### src/rtl/pinmode_pkg.sv
package pinmode_pkg;

   typedef enum logic [1:0] {
      MODE_ALT    = 2'b00,
      MODE_OUT    = 2'b01,
      MODE_IN_PU  = 2'b10,
      MODE_IN_NPU = 2'b11
   } pin_mode_t;

   localparam int unsigned MODE_W = 2;

endpackage

### src/rtl/pinmode_sync.sv
module pinmode_sync #(
   parameter int unsigned WIDTH  = 8,
   parameter int unsigned STAGES = 2
) (
   input  logic             clk,
   input  logic             rst_n,
   input  logic [WIDTH-1:0] d,
   output logic [WIDTH-1:0] q
);

   if (STAGES < 2) begin : g_bad_stages
      $error("pinmode_sync: STAGES must be at least 2");
   end

   logic [STAGES-1:0][WIDTH-1:0] chain;

   always_ff @(posedge clk) begin
      if (!rst_n) begin
         chain <= '0;
      end else begin
         chain[0] <= d;
         for (int s = 1; s < STAGES; s++) begin
            chain[s] <= chain[s-1];
         end
      end
   end

   assign q = chain[STAGES-1];

endmodule

### src/rtl/pinmode_cell.sv
module pinmode_cell
   import pinmode_pkg::*;
#(
   parameter bit NO_INPUT = 1'b0,
   parameter bit LOCKED   = 1'b0
) (
   input  logic              clk,
   input  logic              rst_n,
   input  logic              ctrl_we,
   input  logic [MODE_W-1:0] mode_wr,
   input  logic              data_we,
   input  logic              data_wr,
   input  logic              pad_sync,
   input  logic              alt_out,
   input  logic              alt_oe,
   output logic [MODE_W-1:0] mode_q,
   output logic              rd_bit,
   output logic              pad_out,
   output logic              pad_oe,
   output logic              pad_pu
);

   if (LOCKED) begin : g_locked
      logic unused_in;
      assign unused_in = ^{clk, rst_n, ctrl_we, mode_wr, data_we, data_wr,
                           pad_sync, alt_out, alt_oe};
      assign mode_q  = MODE_ALT;
      assign rd_bit  = 1'b0;
      assign pad_out = 1'b0;
      assign pad_oe  = 1'b0;
      assign pad_pu  = 1'b0;
   end else begin : g_live
      localparam pin_mode_t RST_MODE = NO_INPUT ? MODE_ALT : MODE_IN_NPU;

      pin_mode_t mode_r;
      logic      latch_r;
      logic      accept;

      // an input-forbidden pin drops any write whose upper mode bit is set
      assign accept = ctrl_we && !(NO_INPUT && mode_wr[1]);

      always_ff @(posedge clk) begin
         if (!rst_n) begin
            mode_r  <= RST_MODE;
            latch_r <= 1'b0;
         end else begin
            if (accept)  mode_r  <= pin_mode_t'(mode_wr);
            if (data_we) latch_r <= data_wr;
         end
      end

      always_comb begin
         pad_out = latch_r;
         pad_oe  = 1'b0;
         pad_pu  = 1'b0;
         rd_bit  = pad_sync;
         unique case (mode_r)
            MODE_ALT: begin
               pad_out = alt_out;
               pad_oe  = alt_oe;
            end
            MODE_OUT: begin
               pad_oe = 1'b1;
               rd_bit = latch_r;
            end
            MODE_IN_PU:  pad_pu = 1'b1;
            MODE_IN_NPU: pad_pu = 1'b0;
            default: ;
         endcase
      end

      assign mode_q = mode_r;
   end

endmodule

### src/rtl/pinmode_port.sv
module pinmode_port
   import pinmode_pkg::*;
#(
   parameter int unsigned   NUM_PINS      = 8,
   parameter int unsigned   SYNC_STAGES   = 2,
   parameter logic [7:0]    NO_INPUT_MASK = 8'h00,
   parameter logic [7:0]    LOCKED_MASK   = 8'h00
) (
   input  logic                 clk,
   input  logic                 rst_n,
   input  logic                 bus_sel,
   input  logic                 bus_we,
   input  logic [15:0]          bus_wdata,
   output logic [15:0]          bus_rdata,
   input  logic [NUM_PINS-1:0]  pad_in,
   output logic [NUM_PINS-1:0]  pad_out,
   output logic [NUM_PINS-1:0]  pad_oe,
   output logic [NUM_PINS-1:0]  pad_pu,
   input  logic [NUM_PINS-1:0]  alt_out,
   input  logic [NUM_PINS-1:0]  alt_oe
);

   localparam int unsigned CTRL_W = NUM_PINS * MODE_W;
   localparam int unsigned PAD_W  = CTRL_W - NUM_PINS;

   if (NUM_PINS != 8) begin : g_bad_pins
      $error("pinmode_port: NUM_PINS must be 8 to fit the 16-bit bus");
   end
   if (SYNC_STAGES < 2) begin : g_bad_sync
      $error("pinmode_port: SYNC_STAGES must be at least 2");
   end

   logic [NUM_PINS-1:0] pad_sync;
   logic [NUM_PINS-1:0] data_view;
   logic [CTRL_W-1:0]   ctrl_view;
   logic                ctrl_we;
   logic                data_we;

   assign ctrl_we = bus_we && !bus_sel;
   assign data_we = bus_we &&  bus_sel;

   pinmode_sync #(
      .WIDTH  (NUM_PINS),
      .STAGES (SYNC_STAGES)
   ) i_sync (
      .clk   (clk),
      .rst_n (rst_n),
      .d     (pad_in),
      .q     (pad_sync)
   );

   for (genvar i = 0; i < NUM_PINS; i++) begin : g_pin
      pinmode_cell #(
         .NO_INPUT (NO_INPUT_MASK[i]),
         .LOCKED   (LOCKED_MASK[i])
      ) i_cell (
         .clk      (clk),
         .rst_n    (rst_n),
         .ctrl_we  (ctrl_we),
         .mode_wr  (bus_wdata[MODE_W*i +: MODE_W]),
         .data_we  (data_we),
         .data_wr  (bus_wdata[i]),
         .pad_sync (pad_sync[i]),
         .alt_out  (alt_out[i]),
         .alt_oe   (alt_oe[i]),
         .mode_q   (ctrl_view[MODE_W*i +: MODE_W]),
         .rd_bit   (data_view[i]),
         .pad_out  (pad_out[i]),
         .pad_oe   (pad_oe[i]),
         .pad_pu   (pad_pu[i])
      );
   end

   assign bus_rdata = bus_sel ? {{PAD_W{1'b0}}, data_view} : ctrl_view;

endmodule

### config.mk
export PLATFORM = sky130hd
export DESIGN_NAME = pinmode_port
export DESIGN_NICKNAME = d
export VERILOG_FILES = /design/src/rtl/pinmode_pkg.sv /design/src/rtl/pinmode_sync.sv /design/src/rtl/pinmode_cell.sv /design/src/rtl/pinmode_port.sv
export SDC_FILE = /design/constraint.sdc
export NUM_CORES = 1
export LEC_CHECK = 0
export BUFFER_PORTS_ARGS = -buffer_cell sky130_fd_sc_hd__buf_2
export CORE_ASPECT_RATIO = 0.5
export CORE_MARGIN = 2
export CORE_UTILIZATION = 43
export DETAILED_ROUTE_END_ITERATION = 10
export GPL_ROUTABILITY_DRIVEN = 0
export MAX_ROUTING_LAYER = met4
export PLACE_DENSITY = 0.78
export SLEW_MARGIN = 0
export SYNTH_ARGS = -nofsm -noshare
export SYNTH_HDL_FRONTEND = slang
export SYNTH_SLANG_ARGS = --single-unit
### constraint.sdc
create_clock -name clk -period 1.4 [get_ports clk]
set_clock_uncertainty 0.1 [all_clocks]
set_input_delay 0.42 -clock clk [delete_from_list [all_inputs] [get_ports clk]]
set_output_delay 0.42 -clock clk [all_outputs]
set_load 0.02 [all_outputs]
## Word-level counts from Yosys, hierarchy flattened

Index checks and enable logic that the tools add are counted.

| word-level totals | value |
|---|---|
| register bits | 40 |
| bits of input ports | 44 |
| output and inout port bits | 40 |

| operators by class | value |
|---|---|
| equality and inequality tests | 16 |
| muxes and demuxes | 33 |
| reduce and logical (&&, ||, !) cells | 11 |

Operators with widths:

| cell | count |
|---|---|
| 1-bit two-way mux | 24 |
| 2-bit by 1-bit equality test with 1-bit output, second input constant | 8 |
| 2-bit equality test, second input constant | 8 |
| 2-bit zero test | 8 |
| 16-bit two-way mux | 1 |
| 1-bit case mux with 2 select lines | 8 |
| 1-bit logical AND | 2 |
| 1-bit zero test | 1 |

## Longest topological paths before layout

| logic depth | value |
|---|---|
| depth in word-level cells | 3 |
| mapped depth | 6 |

## Cells and area by module

Synthesis repeated with hierarchy kept, for this count alone.

| unflattened totals | value |
|---|---|
| cell total of the unflattened synthesis | 189 |
| area, all modules | 1,943.1 µm² |

Modules (own cells, without submodules):

| module | times used | cells an instance | area an instance (µm²) | seq. area each (µm²) |
|---|---|---|---|---|
| pinmode_cell | 8 | 16 | 153.9 | 60.1 |
| pinmode_sync | 1 | 41 | 506.7 | 320.3 |
| pinmode_port | 1 | 20 | 205.2 | 0.0 |

## Worst setup path before layout

Ideal clock, no wire load.

| path | value |
|---|---|
| path type | input to output |
| start point | in bus_sel |
| end point | out bus_rdata[1] |
| arrival time | 1.087 ns |
| data required time | 0.880 ns |
| slack | -0.207 ns |
| cell stages on the path | 4 |
| buffers on the path | 2 |
| cell sequence | buf_6 buf_2 nor2_1 a21oi_1 |

| between the ends | value |
|---|---|
| cells in the longest elaborated chain, start to end | 1 |

Ends and longest elaborated chain:

| item | RTL line | source |
|---|---|---|
| start: declaration | pinmode_port.sv:11 | `input logic bus_sel,` |
| 16-bit two-way mux | pinmode_port.sv:74 | `assign bus_rdata = bus_sel ? {{PAD_W{1'b0}}, data_view} : ctrl_view;` |
| end: declaration | pinmode_port.sv:14 | `output logic [15:0] bus_rdata,` |

No other way between the ends.

## Worst setup path in the final report

| path | value |
|---|---|
| start point | reg g_pin[2].i_cell.g_live.mode_r[1] |
| end point | out bus_rdata[2] |

| between the ends | value |
|---|---|
| cells in the longest elaborated chain, start to end | 3 |

Ends and longest elaborated chain:

| item | RTL line | source |
|---|---|---|
| start: declaration | pinmode_cell.sv:35 | `pin_mode_t mode_r;` |
| start signal: assignment | pinmode_cell.sv:47 | `if (accept) mode_r <= pin_mode_t'(mode_wr);` |
| 2-bit by 1-bit equality test with 1-bit output | pinmode_cell.sv:57 | `unique case (mode_r)` |
| 1-bit two-way mux | pinmode_cell.sv:57 |  |
| 16-bit two-way mux | pinmode_port.sv:74 |  |

No other way between the ends.

==> impl_metrics.csv <==
group,metric,value,unit
power,finalPower,3.03,mW
sta,final_max_slew_viol_count,0,
cts,cts_buffer_depth,2,
cts,numClockSinks,40,
sta,finalHoldViolations,0,
cts,cts-buffers-inserted,5,
floorplan,die_width,101,um
critical_path,crit_required,0.88,ns
routing,finalWirelength,5.74,mm
routing,ant_nets,0,
critical_path,end_kind,"output pin",
global_routing,grt_usage,20.9,%
global_routing,grt_max_degree,41,
sta,tightestPinTransition,0.202,ns
logic_synthesis,synth_common_cells,"nand2_1, dfxtp_1, nor2_1",
cells_and_area,final_cells,392,
logic_synthesis,synth_seq_area_share,39.7,%
power,vdd_ir_drop_max,0.693,mV
run,drv_cap,0,
floorplan,rows,17,
critical_path,crit_fanout,3,
hold_path,hp-class,"in2reg",
cts,cts_tree,"done",
critical_path,endpoint,"bus_rdata[2]",
outcome,violations,"setup timing",
placement,dp_hpwl,3.48,mm
outcome,outcome,"complete, but fails checks",
critical_path,path_class,"reg2out",
sta,rsz0062_at_grt,"true",
critical_path,rrSetupSlack,0.36,ns
floorplan,core-area,4450,um^2
logic_synthesis,yosysTopAreaCellShare,39.7,%
logic_synthesis,synth_top_area_cell,"dfxtp_1",
logic_synthesis,syn-mean-instance-area,8.11,um^2
logic_synthesis,yosys_warnings,0,
critical_path,rr_startpoint,"g_pin[4].i_cell.mode_q[1]",
cells_and_area,nets,378,
placement,dp_cells,379,
floorplan,start_util,45.4,%
power,leakage,1.57,nW
sta,fin_crit,1.80,ns
routing,num_vias,1917,
logic_synthesis,synthArstFlopShare,0,%
logic_synthesis,synth_cells,249,
critical_path,reg2reg_to,"g_pin[4].i_cell.mode_q[1]",
logic_synthesis,synth_cell_types,20,
global_routing,antenna_found_initial,0,
logic_synthesis,synth-edff-count,0,
routing,vias_per_cell,4.89,
sta,fin_ws,-0.398,ns
cells_and_area,n_fill_cell,311,
routing,drc,0,
cts,clk_pin_slew_worst_paths,0.08,ns
global_routing,grt_overflow_total,0,
global_routing,grt_pass1_wl,8.11,mm
floorplan,fp.dieH,52.4,um
cts,htreeDepth,2,
critical_path,worstPathArrival,1.28,ns
cts,cts_root_buf,"clkbuf_8",
sta,slew_headroom,86.1,%
cells_and_area,diodes,0,
logic_synthesis,syn-num-nets,293,
logic_synthesis,syn_area,2020,um^2
sta,fin_crit_sh,128,%
cells_and_area,drive_gt1_share,59.7,%
routing,avgRoutedWirePerCell,14.6,um
critical_path,reg2reg_depth,5,
cells_and_area,finalCoreUtilization,73.3,%
routing,dr.pass1.iters,4,
floorplan,io_pins,84,
cells_and_area,area_growth_syn_to_layout,61.6,%
critical_path,startpoint,"g_pin[2].i_cell.mode_q[1]",
placement,place_ws,-0.245,ns
cts,clk_latency,0.29,ns
sta,max_freq,0.556,GHz
logic_synthesis,synth_flop_cell,"dfxtp_1",
placement,port_buffers,83,
routing,drt-initial-drc-count,77,
floorplan,dieArea,5290,um^2
critical_path,start_kind,"flip-flop",
logic_synthesis,synth.area.top_cells,"dfxtp_1, buf_4, nand2_1",
logic_synthesis,synth_most_common_cell,"nand2_1",
global_routing,grt_pass1_vias,1773,
power,power.density,929,nW/um^2
sta,setup_viol,40,
logic_synthesis,yosys_register_bits,40,
-- how the worst min path moves through the flow --
stage,from,to,depth (start not counted)
2_1_floorplan,i_sync.chain[0],i_sync.q[0],1
3_3_place_gp,i_sync.chain[1],i_sync.q[1],1
3_5_place_dp,i_sync.chain[5],i_sync.q[5],1
4_1_cts,pad_in[1],i_sync.chain[1],2
5_1_grt,pad_in[2],i_sync.chain[2],2
6_report,pad_in[1],i_sync.chain[1],2
-- where the power goes --
group / switching, mW / internal [mW]
logic: 0.380 / 0.437
clock network: 0.422 / 0.528
registers: 0.0675 / 1.19
-- registers in the layout (all words and copies together), names as in the netlist --
name,cells
i_sync.q,8
g_pin.i_cell.mode_q,16
g_pin.i_cell.g_live.latch_r,8
i_sync.chain,8
-- layer usage --
| metal | global-route usage (%) | share of wire, % | vias up |
|---|---|---|---|
| met5 | - | 0 | - |
| met4 | 8.45 | 1.8 | 0 |
| met3 | 5.33 | 5.9 | 10 |
| met2 | 37.8 | 52 | 67 |
| met1 | 22.5 | 41 | 893 |
| li1 | - | - | 947 |
-- through the flow --
stage	hold slack, ns	setup TNS, ns	instance area (um^2)
6_report	0.223	-10.00	3260
5_1_grt	0.214	-11.69	3260
4_1_cts	0.214	-10.08	3050
3_5_place_dp	0.320	-7.16	2540
3_3_place_gp	0.314	-6.07	2540
2_1_floorplan	0.312	-1.58	2140
-- cell families after synthesis --
group / count (synthesis) / share of synthesized area, %
and+or+nand+nor: 138 / 32.6
muxes: 15 / 7.94
AOI/OAI and AO/OA: 18 / 5.64
DFF: 40 / 39.7
buffers and inverters: 38 / 14.1
-- cell usage in the layout (no fill, tap or decap), types with 8 or more instances in the layout --
cell type and n:
nor2_1 11, nor2_4 13, dfxtp_4 14, buf_6 43
buf_4 26, and2_1 16, mux2_4 8, nor2b_4 14
buf_2 44, nand2_1 41, nand3_1 24, a21boi_0 8
dfxtp_1 24
-- critical path, cell delays in order, from the launching register on --
cell	delay, ns
dfxtp_4	0.38
nand2b_4	0.13
mux2i_1	0.24
a21oi_2	0.08
buf_4	0.16
-- repair_timing --
| action | in CTS | in global routing |
|---|---|---|
| setup buffers | 2 | 6 |
| setup endpoints to repair | 40 | 40 |
| hold buffers | 0 | 0 |
| gates resized for setup | 115 | 46 |
| pin swaps | 22 | 7 |
-- final cells by class --
| class | count | area (um^2) | share of cell area (%) |
|---|---|---|---|
| Multi-Input combinational cell | 171 | 1280 | 39.2 |
| Sequential cell | 40 | 856 | 26.2 |
| Clock inverter | 3 | 42.5 | 1.30 |
| Inverter | 1 | 3.75 | 0.115 |
| Tap cell | 57 | 71.3 | 2.19 |
| Clock buffer | 5 | 68.8 | 2.11 |
| Timing Repair Buffer | 115 | 940 | 28.8 |
No activity file was read; power rests on OpenSTA's default activity.
